[config.mk]
export PLATFORM = sky130hd
export DESIGN_NAME = dma_engine
export DESIGN_NICKNAME = d
export VERILOG_FILES = /design/src/rtl/dma_eng_pkg.sv /design/src/rtl/dma_ptr.sv /design/src/rtl/dma_lane.sv /design/src/rtl/dma_engine.sv
export SDC_FILE = /design/constraint.sdc
export NUM_CORES = 1
export LEC_CHECK = 0
export ABC_AREA = 1
export BUFFER_PORTS_ARGS = -buffer_cell sky130_fd_sc_hd__clkbuf_2
export CAP_MARGIN = 40
export CELL_PAD_IN_SITES_DETAIL_PLACEMENT = 0
export CELL_PAD_IN_SITES_GLOBAL_PLACEMENT = 1
export CORE_UTILIZATION = 25
export CTS_CLUSTER_SIZE = 16
export DETAILED_ROUTE_END_ITERATION = 16
export PLACE_DENSITY_LB_ADDON = 0.1
export SLEW_MARGIN = 20
export SYNTH_ARGS = -nofsm -noshare
export SYNTH_HDL_FRONTEND = slang
export SYNTH_SLANG_ARGS = --single-unit
[constraint.sdc]
create_clock -name clk -period 9.5 [get_ports clk]
set_input_delay 1.9 -clock clk [delete_from_list [all_inputs] [get_ports clk]]
set_output_delay 1.9 -clock clk [all_outputs]
set_load 0.01 [all_outputs]
[src/rtl/dma_eng_pkg.sv]
package dma_eng_pkg;
  localparam int BYTE_W = 8;
  localparam int LANES  = 2;
  localparam int DATA_W = BYTE_W * LANES;

  typedef enum logic [1:0] {
    DIR_M2M = 2'd0,
    DIR_M2P = 2'd1,
    DIR_P2M = 2'd2
  } dir_e;

  typedef enum logic [1:0] {
    ST_IDLE  = 2'd0,
    ST_ISSUE = 2'd1,
    ST_WAIT  = 2'd2
  } st_e;
endpackage

[src/rtl/dma_ptr.sv]
module dma_ptr #(
  parameter int AW = 24
) (
  input  logic          clk,
  input  logic          rst,
  input  logic          load,
  input  logic [AW-1:0] load_val,
  input  logic          adv,
  input  logic          fixed,
  input  logic [1:0]    step,
  output logic [AW-1:0] ptr
);
  always_ff @(posedge clk) begin
    if (rst) ptr <= '0;
    else if (load) ptr <= load_val;
    else if (adv && !fixed) ptr <= ptr + AW'(step);
  end


  fixed_ptr_hold_chk: assert property (@(posedge clk) disable iff (rst)
    (fixed && !load) |=> $stable(ptr));
endmodule

[src/rtl/dma_lane.sv]
module dma_lane
  import dma_eng_pkg::*;
(
  input  logic [DATA_W-1:0] rdata,
  input  logic              rd_lsb,
  output logic [BYTE_W-1:0] rd_byte,
  input  logic [BYTE_W-1:0] wr_byte,
  input  logic              wr_lsb,
  output logic [DATA_W-1:0] wr_lanes,
  output logic [LANES-1:0]  wr_be
);
  always_comb begin
    rd_byte  = rd_lsb ? rdata[BYTE_W-1:0] : rdata[DATA_W-1:BYTE_W];
    wr_lanes = {wr_byte, wr_byte};
    wr_be    = wr_lsb ? 2'b01 : 2'b10;

    lane_onehot_chk: assert ($onehot(wr_be));
  end
endmodule

[src/rtl/dma_engine.sv]
module dma_engine
  import dma_eng_pkg::*;
#(
  parameter int AW = 24,
  parameter int CW = 16
) (
  input  logic              clk,
  input  logic              rst,
  input  logic              start,
  input  logic [1:0]        cfg_dir,
  input  logic              cfg_word,
  input  logic [AW-1:0]     cfg_src,
  input  logic [AW-1:0]     cfg_dst,
  input  logic [CW-1:0]     cfg_count,
  input  logic              xreq,
  output logic              xack,
  output logic              xdone,
  output logic              irq,
  output logic              err,
  output logic              busy,
  input  logic              hp_req,
  output logic              bus_cyc,
  output logic              bus_we,
  output logic [AW-1:0]     bus_addr,
  output logic [LANES-1:0]  bus_be,
  output logic [DATA_W-1:0] bus_wdata,
  input  logic [DATA_W-1:0] bus_rdata,
  input  logic              bus_ack,
  input  logic              bus_err,
  input  logic              bus_retry,
  input  logic              bus_halt
);
  st_e               st;
  dir_e              dir_q;
  logic              word_q;
  logic [CW-1:0]     cnt;
  logic [DATA_W-1:0] hold;
  logic              in_wr, k, unit_open, unit_word, rd_split, wr_split;
  logic [AW-1:0]     src_ptr, dst_ptr, cur_addr;
  logic              u_word, r_split, w_split, cur_word, periph, go, acked, load;
  logic [1:0]        step;
  logic [CW-1:0]     cnt_next;
  logic [BYTE_W-1:0] rd_byte, wr_byte;
  logic [DATA_W-1:0] lane_wdata;
  logic [LANES-1:0]  lane_be;

  assign busy   = (st != ST_IDLE);
  assign periph = (dir_q != DIR_M2M);
  assign load   = start && (st == ST_IDLE);
  assign acked  = (st == ST_WAIT) && bus_ack && !bus_err && !bus_retry;

  always_comb begin
    u_word   = unit_open ? unit_word : (word_q && cnt > CW'(1));
    r_split  = unit_open ? rd_split  : (u_word && src_ptr[0]);
    w_split  = unit_open ? wr_split  : (u_word && dst_ptr[0]);
    cur_addr = in_wr ? dst_ptr : src_ptr;
    cur_word = in_wr ? (u_word && !w_split) : (u_word && !r_split);
    step     = cur_word ? 2'd2 : 2'd1;
    cnt_next = cnt - CW'(step);
    wr_byte  = k ? hold[BYTE_W-1:0] : hold[DATA_W-1:BYTE_W];
    go       = (st == ST_ISSUE) && !bus_halt && !hp_req && (!periph || unit_open || xreq);
  end

  dma_ptr #(.AW(AW)) u_src (
    .clk(clk), .rst(rst), .load(load), .load_val(cfg_src),
    .adv(acked && !in_wr), .fixed(dir_q == DIR_P2M), .step(step), .ptr(src_ptr));

  dma_ptr #(.AW(AW)) u_dst (
    .clk(clk), .rst(rst), .load(load), .load_val(cfg_dst),
    .adv(acked && in_wr), .fixed(dir_q == DIR_M2P), .step(step), .ptr(dst_ptr));

  dma_lane u_lane (
    .rdata(bus_rdata), .rd_lsb(bus_addr[0]), .rd_byte(rd_byte),
    .wr_byte(wr_byte), .wr_lsb(cur_addr[0]), .wr_lanes(lane_wdata), .wr_be(lane_be));

  always_ff @(posedge clk) begin
    if (rst) begin
      st <= ST_IDLE; dir_q <= DIR_M2M; word_q <= 1'b0; cnt <= '0; hold <= '0;
      in_wr <= 1'b0; k <= 1'b0; unit_open <= 1'b0; unit_word <= 1'b0;
      rd_split <= 1'b0; wr_split <= 1'b0;
      xack <= 1'b0; xdone <= 1'b0; irq <= 1'b0; err <= 1'b0;
      bus_cyc <= 1'b0; bus_we <= 1'b0; bus_addr <= '0; bus_be <= '0; bus_wdata <= '0;
    end else begin
      xack  <= 1'b0;
      xdone <= 1'b0;
      case (st)
        ST_IDLE: if (start) begin
          dir_q <= dir_e'(cfg_dir); word_q <= cfg_word; cnt <= cfg_count;
          err <= 1'b0; irq <= 1'b0; in_wr <= 1'b0; k <= 1'b0; unit_open <= 1'b0;
          if (cfg_count == '0) begin
            xdone <= 1'b1;
            irq   <= 1'b1;
          end else begin
            st <= ST_ISSUE;
          end
        end
        ST_ISSUE: if (go) begin
          bus_cyc   <= 1'b1;
          bus_we    <= in_wr;
          bus_addr  <= cur_addr;
          bus_be    <= cur_word ? 2'b11 : lane_be;
          bus_wdata <= cur_word ? hold : lane_wdata;
          if (!unit_open) begin
            unit_open <= 1'b1;
            unit_word <= u_word;
            rd_split  <= r_split;
            wr_split  <= w_split;
            xack      <= periph;
          end
          st <= ST_WAIT;
        end
        ST_WAIT: begin
          if (bus_err) begin
            bus_cyc <= 1'b0;
            err     <= 1'b1;
            st      <= ST_IDLE;
          end else if (bus_retry) begin
            bus_cyc <= 1'b0;
            st      <= ST_ISSUE;
          end else if (bus_ack) begin
            bus_cyc <= 1'b0;
            st      <= ST_ISSUE;
            if (!in_wr) begin
              if (cur_word)  hold <= bus_rdata;
              else if (k)    hold[BYTE_W-1:0] <= rd_byte;
              else           hold[DATA_W-1:BYTE_W] <= rd_byte;
              if (r_split && !k) k <= 1'b1;
              else begin k <= 1'b0; in_wr <= 1'b1; end
            end else begin
              cnt <= cnt_next;
              if (w_split && !k) k <= 1'b1;
              else begin
                k <= 1'b0; in_wr <= 1'b0; unit_open <= 1'b0;
                if (cnt_next == '0) begin
                  xdone <= 1'b1;
                  irq   <= 1'b1;
                  st    <= ST_IDLE;
                end
              end
            end
          end
        end
        default: st <= ST_IDLE;
      endcase
    end
  end


  cyc_needs_busy_chk: assert property (@(posedge clk) disable iff (rst) bus_cyc |-> busy);

  word_even_chk: assert property (@(posedge clk) disable iff (rst)
    (bus_cyc && bus_be == 2'b11) |-> !bus_addr[0]);

  upper_lane_even_chk: assert property (@(posedge clk) disable iff (rst)
    (bus_cyc && bus_be == 2'b10) |-> !bus_addr[0]);

  lower_lane_odd_chk: assert property (@(posedge clk) disable iff (rst)
    (bus_cyc && bus_be == 2'b01) |-> bus_addr[0]);

  done_pulse_chk: assert property (@(posedge clk) disable iff (rst) xdone |=> !xdone);

  err_abort_chk: assert property (@(posedge clk) disable iff (rst)
    (bus_cyc && bus_err) |=> (!busy && err && !bus_cyc && !irq));

  retry_same_chk: assert property (@(posedge clk) disable iff (rst)
    (bus_cyc && bus_retry && !bus_err) |=> ($stable(bus_addr) && $stable(bus_be) && $stable(bus_we)));

  halt_hold_chk: assert property (@(posedge clk) disable iff (rst)
    (bus_halt && !bus_cyc) |=> !bus_cyc);

  hp_yield_chk: assert property (@(posedge clk) disable iff (rst)
    (hp_req && !bus_cyc) |=> !bus_cyc);

  hold_cycle_chk: assert property (@(posedge clk) disable iff (rst)
    (bus_cyc && !bus_ack && !bus_err && !bus_retry) |=> (bus_cyc && $stable(bus_addr)));
endmodule

After elaboration in Yosys (flattened, before gate mapping)
Cells that the tools add are included.

storage, ports and cells
  register bits after elaboration = 139
  latch bits = 0
  bits in writable memories = 0
  memory bits (read-only) = 0
  input bits = 92
  word-level logic and storage cells = 182
  memories kept = 0

cells by class
  $add $sub $neg = 3
  multiply operators = 0
  divide/modulo/power cells = 0
  magnitude comparators = 1
  equal/unequal tests = 16
  shift-type cells = 0
  multiplexer cells = 78
  bitwise logic cells = 6
  reduce and logical (&&, ||, !) cells = 55

operator list
  kind                   count
  $mux W24               5
  $mux W16               7
  $add A24 B2 Y24        2
  $mux W1                44
  $logic_not A16 Y1      2
  $mux W8                4
  $pmux W16 S2           1
  $logic_and A1 B1 Y1    18
  $mux W2                9
  $ne A2 B2 Y1 const B   9
  $reduce_and A6 Y1      3
  $gt A16 B1 Y1 const B  1
  $reduce_and A8 Y1      2
  $sub A16 B2 Y16        1
  $reduce_bool A2 Y1     7
  $pmux W1 S2            6
  $logic_not A1 Y1       11
  $reduce_and A3 Y1      3
  $not A1 Y1             6
  $pmux W2 S3            1
  $reduce_and A5 Y1      1
  $eq A2 B1 Y1 const B   2
  $eq A2 B2 Y1 const B   2
  $ne A2 B1 Y1 const B   2
  8 further kinds        10

Depth between registers and ports, before layout
Gate-level depths: netlist of run 1.

  depth in word-level cells = 18
  mapped depth = 24

By module
From an unflattened synthesis of run 1, not the netlist that was laid out.

unflattened totals
  cell total of the unflattened synthesis = 1,338
  area, all modules = 8,466.9 um^2

by module, submodules not included
  module      instances  cells each  area each (um^2)
  dma_engine  1          732         4,742.0
  dma_ptr     2          281         1,744.2
  dma_lane    1          44          236.5

Least setup slack after synthesis of run 1
OpenSTA, ideal clock, no wires.

  path kind = reg2reg
  from = reg cnt[2]
  to = reg u_src.ptr[16]
  library setup time = 132 ps
  arrival = 3,367 ps
  required time = 9,368 ps
  slack = 6,001 ps
  cell stages (with the launch flop) = 24
  path buffers = 1
  period minus slack after synthesis = 3,499 ps
  cells stage by stage = dfxtp_1 > nor2_1 > nand2_1 > nor2_1 > nand2_1 > nand3_1 > nand3_1 > nand2_1 > nand2_2 > clkbuf_1 > ha_1 > inv_1 > fa_1 > inv_1 > nand2_1 > nor2_1 > nand2_1 > nor2_1 > nand3_1 > nor2_1 > nand2_1 > xnor2_1 > o21ai_0 > a21oi_1

on the way
  word-level cells in the longest chain between the ends = 12

RTL lines
  element                                        RTL line                            RTL
  from (decl)                                    dma_engine.sv:36                    logic [CW-1:0] cnt;
  from (signal assigned)                         dma_engine.sv:88                    dir_q <= dir_e'(cfg_dir); word_q <= cfg_word; cnt <= cfg_count;
  from (signal assigned)                         dma_engine.sv:130                   cnt <= cnt_next;
  $gt A16 B1 Y1 *                                dma_engine.sv:53                    u_word = unit_open ? unit_word : (word_q && cnt > CW'(1));
  $logic_and A1 B1 Y1 *                          dma_engine.sv:53
  $mux W1 *                                      dma_engine.sv:53
  $logic_and A1 B1 Y1, on equally long branches  dma_engine.sv:54, dma_engine.sv:55
  $mux W1, on equally long branches              dma_engine.sv:54, dma_engine.sv:55
  $logic_not A1 Y1                               dma_engine.sv:57                    cur_word = in_wr ? (u_word && !w_split) : (u_word && !r_split);
  $logic_and A1 B1 Y1                            dma_engine.sv:57
  $mux W1 *                                      dma_engine.sv:57
  $mux W2 *                                      dma_engine.sv:58                    step = cur_word ? 2'd2 : 2'd1;
  $add A24 B2 Y24 *                              dma_ptr.sv:16                       else if (adv && !fixed) ptr <= ptr + AW'(step);
  $mux W24 *                                     dma_ptr.sv:16
  $mux W24 *                                     dma_ptr.sv:15                       else if (load) ptr <= load_val;
  to (signal assigned)                           dma_ptr.sv:15
  to (signal assigned)                           dma_ptr.sv:16
  to (decl)                                      dma_ptr.sv:11                       output logic [AW-1:0] ptr

Mark *: on every way between the ends. The rest lies on a longest branch, timed or not. The select of a mux whose other input is x is not followed.
A chain may end at the register's enable or synchronous reset.

Worst setup path after layout of run 1
Same ends and word-level chain as after synthesis.

==> impl_metrics.env, run 1 <==
export IMPL_critPathArrivalTime_ps=4510
export IMPL_grt_max_degree=74
export IMPL_maxSlewViolCount=0
export IMPL_antenna_left=0
export IMPL_ys_warn_count=0
export IMPL_grt_pass1_wl_mm=45.6
export IMPL_max_stage_delay_ps=450
export IMPL_cts_root_buffer="clkbuf_16"
export IMPL_cts_sinks=139
export IMPL_cts_tree="done"
export IMPL_initial_utilization_pct=25.5
export IMPL_timing_slew_headroom_pct=48.0
export IMPL_fmax_mhz=237
export IMPL_dieArea_um2=33000
export IMPL_synth_cell_types=43
export IMPL_slowest_stage="dfxtp_1"
export IMPL_rsz0062_at_grt="no"
export IMPL_antenna_cells=0
export IMPL_fin_crit_sh_pct=44.4
export IMPL_fin_crit_ps=4220
export IMPL_cts_setup_buffers=0
export IMPL_crit_chain="nor2_1 > nand2_1 > nor2_1 > nand2_1 > nand3_1 > nand3_1 > nand2_1 > nand2_2 > buf_4 > ha_1 > inv_1 > fa_1 > inv_1 > nand2_1 > nor2_1 > nand2_1 > nor2_1 > nand3_1 > nor2_1 > nand2_1 > xnor2_1 > o21ai_0 > a21oi_1"
export IMPL_avgSynthCellArea_um2=6.34
export IMPL_critical_path_class="register to register"
export IMPL_placedInstanceArea_um2=9080
export IMPL_cts_made_buffers=17
export IMPL_overflow=0
export IMPL_power_switching_uw=638
export IMPL_netlist_area_um2=8060
export IMPL_yosys_area_top_type="dfxtp_1"
export IMPL_finalClockSkew_ps=14.4
export IMPL_totalWireLength_mm=28.8
export IMPL_design_area_um2=9710
export IMPL_die_w_um=182
export IMPL_dr_pass1_iters=5
export IMPL_critical_path_required_ps=9790
export IMPL_port_buffers=140
export IMPL_crit_path_end_kind="register"
export IMPL_area_delta_synth_final_pct=20.5
export IMPL_synth_nets=1372
export IMPL_outcome="completed"
export IMPL_p_clk_share_pct=37.4
export IMPL_setup_viol=0
export IMPL_grt_pass1_vias=7946
export IMPL_p_total_uw=1830
export IMPL_p_comb_share_pct=24.0
export IMPL_synth_yosys_seq_area_share_pct=34.5
export IMPL_p_leak_uw=0.00411
export IMPL_clock_latency_ps=430
export IMPL_dp_hpwl_mm=20.7
export IMPL_finalHoldViolCount=0
export IMPL_num_rows=65
export IMPL_power_density_nw_per_um2=188
export IMPL_worst_pin_slew_ps=780
export IMPL_drt_iter0_markers=531
export IMPL_htreeDepth=4
export IMPL_cpMostUsedCell="nand2_1"
export IMPL_layout_drive_gt1_share_pct=14.8
export IMPL_io_pins=141
export IMPL_wl_per_cell_um=16.1
export IMPL_ctsResizeCount=0
export IMPL_ctsHoldBuffers=0
export IMPL_setup_tns_final_ps=0
export IMPL_cap_violations=0
export IMPL_p_sw_share_pct=34.9
export IMPL_antenna_found_initial=0
export IMPL_syn_inst=1271
export IMPL_synth_seq_cells=139
export IMPL_yosys_top_cells_area="dfxtp_1 (35%), nand2_1 (15%), o21ai_0 (8.6%), nor2_1 (7.7%), a21oi_1 (5.5%)"
export IMPL_die_h_um=182
export IMPL_grt_use_total_pct=17.8
export IMPL_ir_worst_vdd_uv=130
export IMPL_hp_class="register to register"
export IMPL_vias=8351
export IMPL_gp_congestion=0.816
export IMPL_internal_power_uw=1190
export IMPL_yosys_area_top_type_share_pct=34.5
export IMPL_final_nets=1475
export IMPL_crit_path_max_fanout=46
export IMPL_seqPwrFrac_pct=38.6
export IMPL_coreArea_um2=31600
export IMPL_drc=0
export IMPL_path_clk_slew_ps=60
export IMPL_cts_max_path_buffers=2
export IMPL_viasPerCell=4.67
export IMPL_startpoint_type="register"
[synth_stat cells, drive strengths merged]
cell    instances
buf            24
o31ai           1
a31oi          33
nor2          168
clkinv          1
mux2i           1
o211ai         14
nand3b          4
a211oi          8
o22ai           1
a221oi          7
o21ai         143
dfxtp         139
xor2           16
and2            3
nor3           30
o21bai          2
clkbuf         42
inv           123
nor3b           1
o21a            1
o221ai          2
fa              3
nand3          57
or2             6
a21oi          88
nor4            8
xnor2           5
ha              6
nand4          15
nand2         319
[state kept, by name (all words and copies together), names as in the netlist, 2 cells and up]
signal	cells
dir_q	2
bus_wdata	16
hold	16
st	2
bus_addr	24
bus_be	2
u_dst.ptr	24
u_src.ptr	24
cnt	16
[kinds of logic (layout without fill, tap and decap cells)]
group	after synthesis	count (layout)	synth area share, %
muxes	1	1	0.124
adders and majority gates	9	9	1.68
AOI/OAI and AO/OA	300	300	20.6
buffers and inverters	190	306	9.37
xor gates and xnor gates	21	21	2.28
and+or+nand+nor	611	611	31.5
DFF	139	139	34.5
[layout by cell type (no fill, tap or decap), types with 30 or more instances in the layout]
| cell | instances |
|---|---|
| a21oi_1 | 88 |
| a31oi_1 | 33 |
| clkbuf_2 | 140 |
| dfxtp_1 | 139 |
| inv_1 | 114 |
| nand2_1 | 317 |
| nand3_1 | 57 |
| nor2_1 | 165 |
| nor3_1 | 30 |
| o21ai_0 | 138 |
[area by class of cell]
cell class / count / area [µm²]
Clock buffer: 21 / 470
Clock inverter: 11 / 119
Fill cell: 3585 / 21900
Inverter: 124 / 467
Multi-Input combinational cell: 942 / 4530
Sequential cell: 139 / 2780
Tap cell: 402 / 503
Timing Repair Buffer: 150 / 841
[worst max-delay path, delay by kind of cell, from the launching register on]
family	cells	cell delay, ps
compound gates	2	210
fa+ha+maj	2	610
buf+inv	3	550
xor+xnor	1	140
flops	1	450
simple gates	15	2080
[layer usage]
layer / vias to the layer above / share of wire [%] / wire [µm] / global-route usage, %
li1: 4396 / - / - / -
met1: 3815 / 53 / 15200 / 25.6
met2: 127 / 44 / 12600 / 27.7
met3: 13 / 2.8 / 800 / 2.63
met4: 0 / 0.83 / 240 / 4.10
met5: - / 0 / 0 / 0
[path summary, 6_finish.rpt]
kind                      from             to  slack (ps)  depth (start not counted)
setup / recovery        cnt[2]  u_src.ptr[16]        5280                         23
hold reg to reg   bus_wdata[4]   bus_wdata[4]         460                          2
setup reg to reg        cnt[2]  u_src.ptr[16]        5280                         23
hold / removal    bus_wdata[4]   bus_wdata[4]         460                          2
[through the flow]
stage                     setup WS (ps)  cells  util [%]  hold WS (ps)
final                              5280   1789      30.7           464
after global routing               4910   1789      30.7           488
after CTS                          5230   1787      30.6           470
after detailed placement           5260   1755      28.7           459
after global placement             4890   1752      28.5           451
after floorplan                    6000   1271         -           430
[power groups by stage]
stage | sequential [µW] | combinational [µW] | clock (µW)
floorplan | 690 | 312 | 0
global placement | 724 | 430 | 0
detailed placement | 718 | 441 | 0
CTS | 706 | 442 | 703
global route | 716 | 505 | 728
finish | 706 | 439 | 683
No activity file was read; power rests on OpenSTA's default activity.
==> run 2: changes to the inputs <==
==> constraint.sdc (replaced) <==
create_clock -name clk -period 3.9 [get_ports clk]
set_input_delay 0.78 -clock clk [delete_from_list [all_inputs] [get_ports clk]]
set_output_delay 0.78 -clock clk [all_outputs]
set_load 0.01 [all_outputs]
==> run 2 against run 1 <==
Compared with the run above: global-route usage increased by 0.14 points; fmax increased by 19%; final area increased by 0.35%; register-to-register slack got worse by 4900 ps; clock power increased to 2.5 times the previous value; core utilization increased by 0.11 points; combinational power increased by 150%; sequential share of layout area decreased by 0.099 points; largest cell class unchanged.
==> impl_metrics.env, run 2 (synthesis gave the netlist of run 1 again) <==
export IMPL_rsz0062_at_grt="no"
export IMPL_cts_made_buffers=17
export IMPL_grt_pass1_wl_mm=46.0
export IMPL_crit_path_max_fanout=9
export IMPL_gp_congestion=0.808
export IMPL_internal_power_uw=2970
export IMPL_crit_path_end_kind="register"
export IMPL_antenna_cells=0
export IMPL_num_rows=65
export IMPL_initial_utilization_pct=25.5
export IMPL_coreArea_um2=31600
export IMPL_instances_no_fill=1799
export IMPL_r2r_start="cnt[2]"
export IMPL_seqPwrFrac_pct=37.9
export IMPL_min_path_cells=2
export IMPL_worst_pin_slew_ps=812
export IMPL_wl_per_cell_um=16.1
export IMPL_cts_tree="done"
export IMPL_finalHoldWorstSlack_ps=451
export IMPL_layout_drive_gt1_share_pct=15.2
export IMPL_totalWireLength_mm=28.9
export IMPL_setup_viol=0
export IMPL_finalClockSkew_ps=8.95
export IMPL_timing_slew_headroom_pct=45.9
export IMPL_ctsHoldBuffers=0
export IMPL_final_nets=1485
export IMPL_critPathLaunch="cnt[2]"
export IMPL_critical_path_required_ps=4210
export IMPL_fmax_mhz=281
export IMPL_vias=8330
export IMPL_reg2reg_depth=22
export IMPL_critPathArrivalTime_ps=3870
export IMPL_top_regs="bus_addr (24), u_dst.ptr (24), u_src.ptr (24)"
export IMPL_fin_crit_sh_pct=91.2
export IMPL_io_pins=141
export IMPL_cts_max_path_buffers=2
export IMPL_antenna_found_initial=0
export IMPL_hp_class="register to register"
export IMPL_viasPerCell=4.63
export IMPL_dp_hpwl_mm=21.0
export IMPL_power_density_nw_per_um2=463
export IMPL_outcome="completed"
export IMPL_cts_sinks=139
export IMPL_antenna_left=0
export IMPL_hp_start="word_q"
export IMPL_final_cell_mix="nand2_1 (317), nor2_1 (164), clkbuf_2 (140), dfxtp_1 (139), o21ai_0 (138)"
export IMPL_grt_pass1_vias=8128
export IMPL_fin_crit_ps=3560
export IMPL_die_h_um=182
export IMPL_drc=0
export IMPL_post_place_cells=1766
export IMPL_ir_worst_vdd_uv=306
export IMPL_htreeDepth=4
export IMPL_overflow=0
export IMPL_p_sw_share_pct=34.2
export IMPL_cts_root_buffer="clkbuf_16"
export IMPL_die_w_um=182
export IMPL_power_switching_uw=1540
export IMPL_startpoint_type="register"
export IMPL_maxSlewViolCount=0
export IMPL_port_buffers=140
export IMPL_setup_tns_final_ps=0
export IMPL_p_clk_share_pct=38.0
export IMPL_dieArea_um2=33000
export IMPL_p_leak_uw=0.00415
export IMPL_grt_max_degree=62
export IMPL_area_delta_synth_final_pct=20.9
export IMPL_grt_use_total_pct=17.9
export IMPL_critical_path_class="register to register"
export IMPL_mostFrequentLayoutCell="nand2_1"
export IMPL_finalHoldViolCount=0
export IMPL_drt_iter0_markers=503
export IMPL_clock_latency_ps=430
export IMPL_dr_pass1_iters=5
export IMPL_path_clk_slew_ps=60
export IMPL_p_comb_share_pct=24.1
export IMPL_cap_violations=0
## run 2: layout make-up
type / instances / area, µm²
Clock buffer: 25 / 485
Clock inverter: 7 / 113
Fill cell: 3626 / 21900
Inverter: 124 / 467
Multi-Input combinational cell: 942 / 4530
Sequential cell: 139 / 2780
Tap cell: 402 / 503
Timing Repair Buffer: 160 / 863
## run 2: worst max-delay path, cell delays in order (launching register included)
cell     delay [ps]
dfxtp_1         430
nor2_1          110
nand2_1         110
nor2_1           50
nand2_1         140
nand3_1         140
nand3_1         120
nand2_1          70
nand2_2         220
ha_1            220
inv_1            50
fa_1            350
inv_1            70
nand2_1          70
nor2_2          230
nand2_1         130
nor2_1          100
nand3_1         120
nor2_1          240
nand2_1         110
xnor2_1         130
o21ai_0         150
a21oi_1          80
## run 2: through the flow
stage / instance area [µm²] / setup WS [ps] / total power, µW / utilization, %
2_1_floorplan: 8060 / 401 / 2440 / -
3_3_place_gp: 9130 / 317 / 2850 / 28.8
3_5_place_dp: 9130 / 230 / 2830 / 28.8
4_1_cts: 9720 / 202 / 4570 / 30.7
5_1_grt: 9750 / 18.7 / 4800 / 30.8
6_report: 9750 / 342 / 4510 / 30.8
## run 2: final timing paths
kind | end | slack [ps]
max | u_src.ptr[16] | 340
min | word_q | 450
max reg2reg | u_src.ptr[16] | 340
min reg2reg | word_q | 450
## run 2: what timing repair did
| item | 4_1_cts | 5_1_grt |
|---|---|---|
| gates resized for setup | 0 | 1 |
| endpoints found under the setup margin | 0 | 2 |
| setup buffers | 0 | 0 |
| hold endpoints to repair | 0 | 0 |
## run 2: power groups by stage
stage	combinational, µW	sequential, µW	clock [µW]
after floorplan	759	1680	0
after global placement	1110	1740	0
after detailed placement	1100	1740	0
after CTS	1100	1710	1760
after global routing	1250	1730	1820
final	1090	1710	1710
## run 2: metal layers
layer  share of wire [%]  GRT usage, %  vias up
met5                   0             0        -
met4                 1.0          4.31        0
met2                  44          27.8      114
met1                  53          25.9     3781
met3                 2.2          2.53       18
li1                    -             -     4417
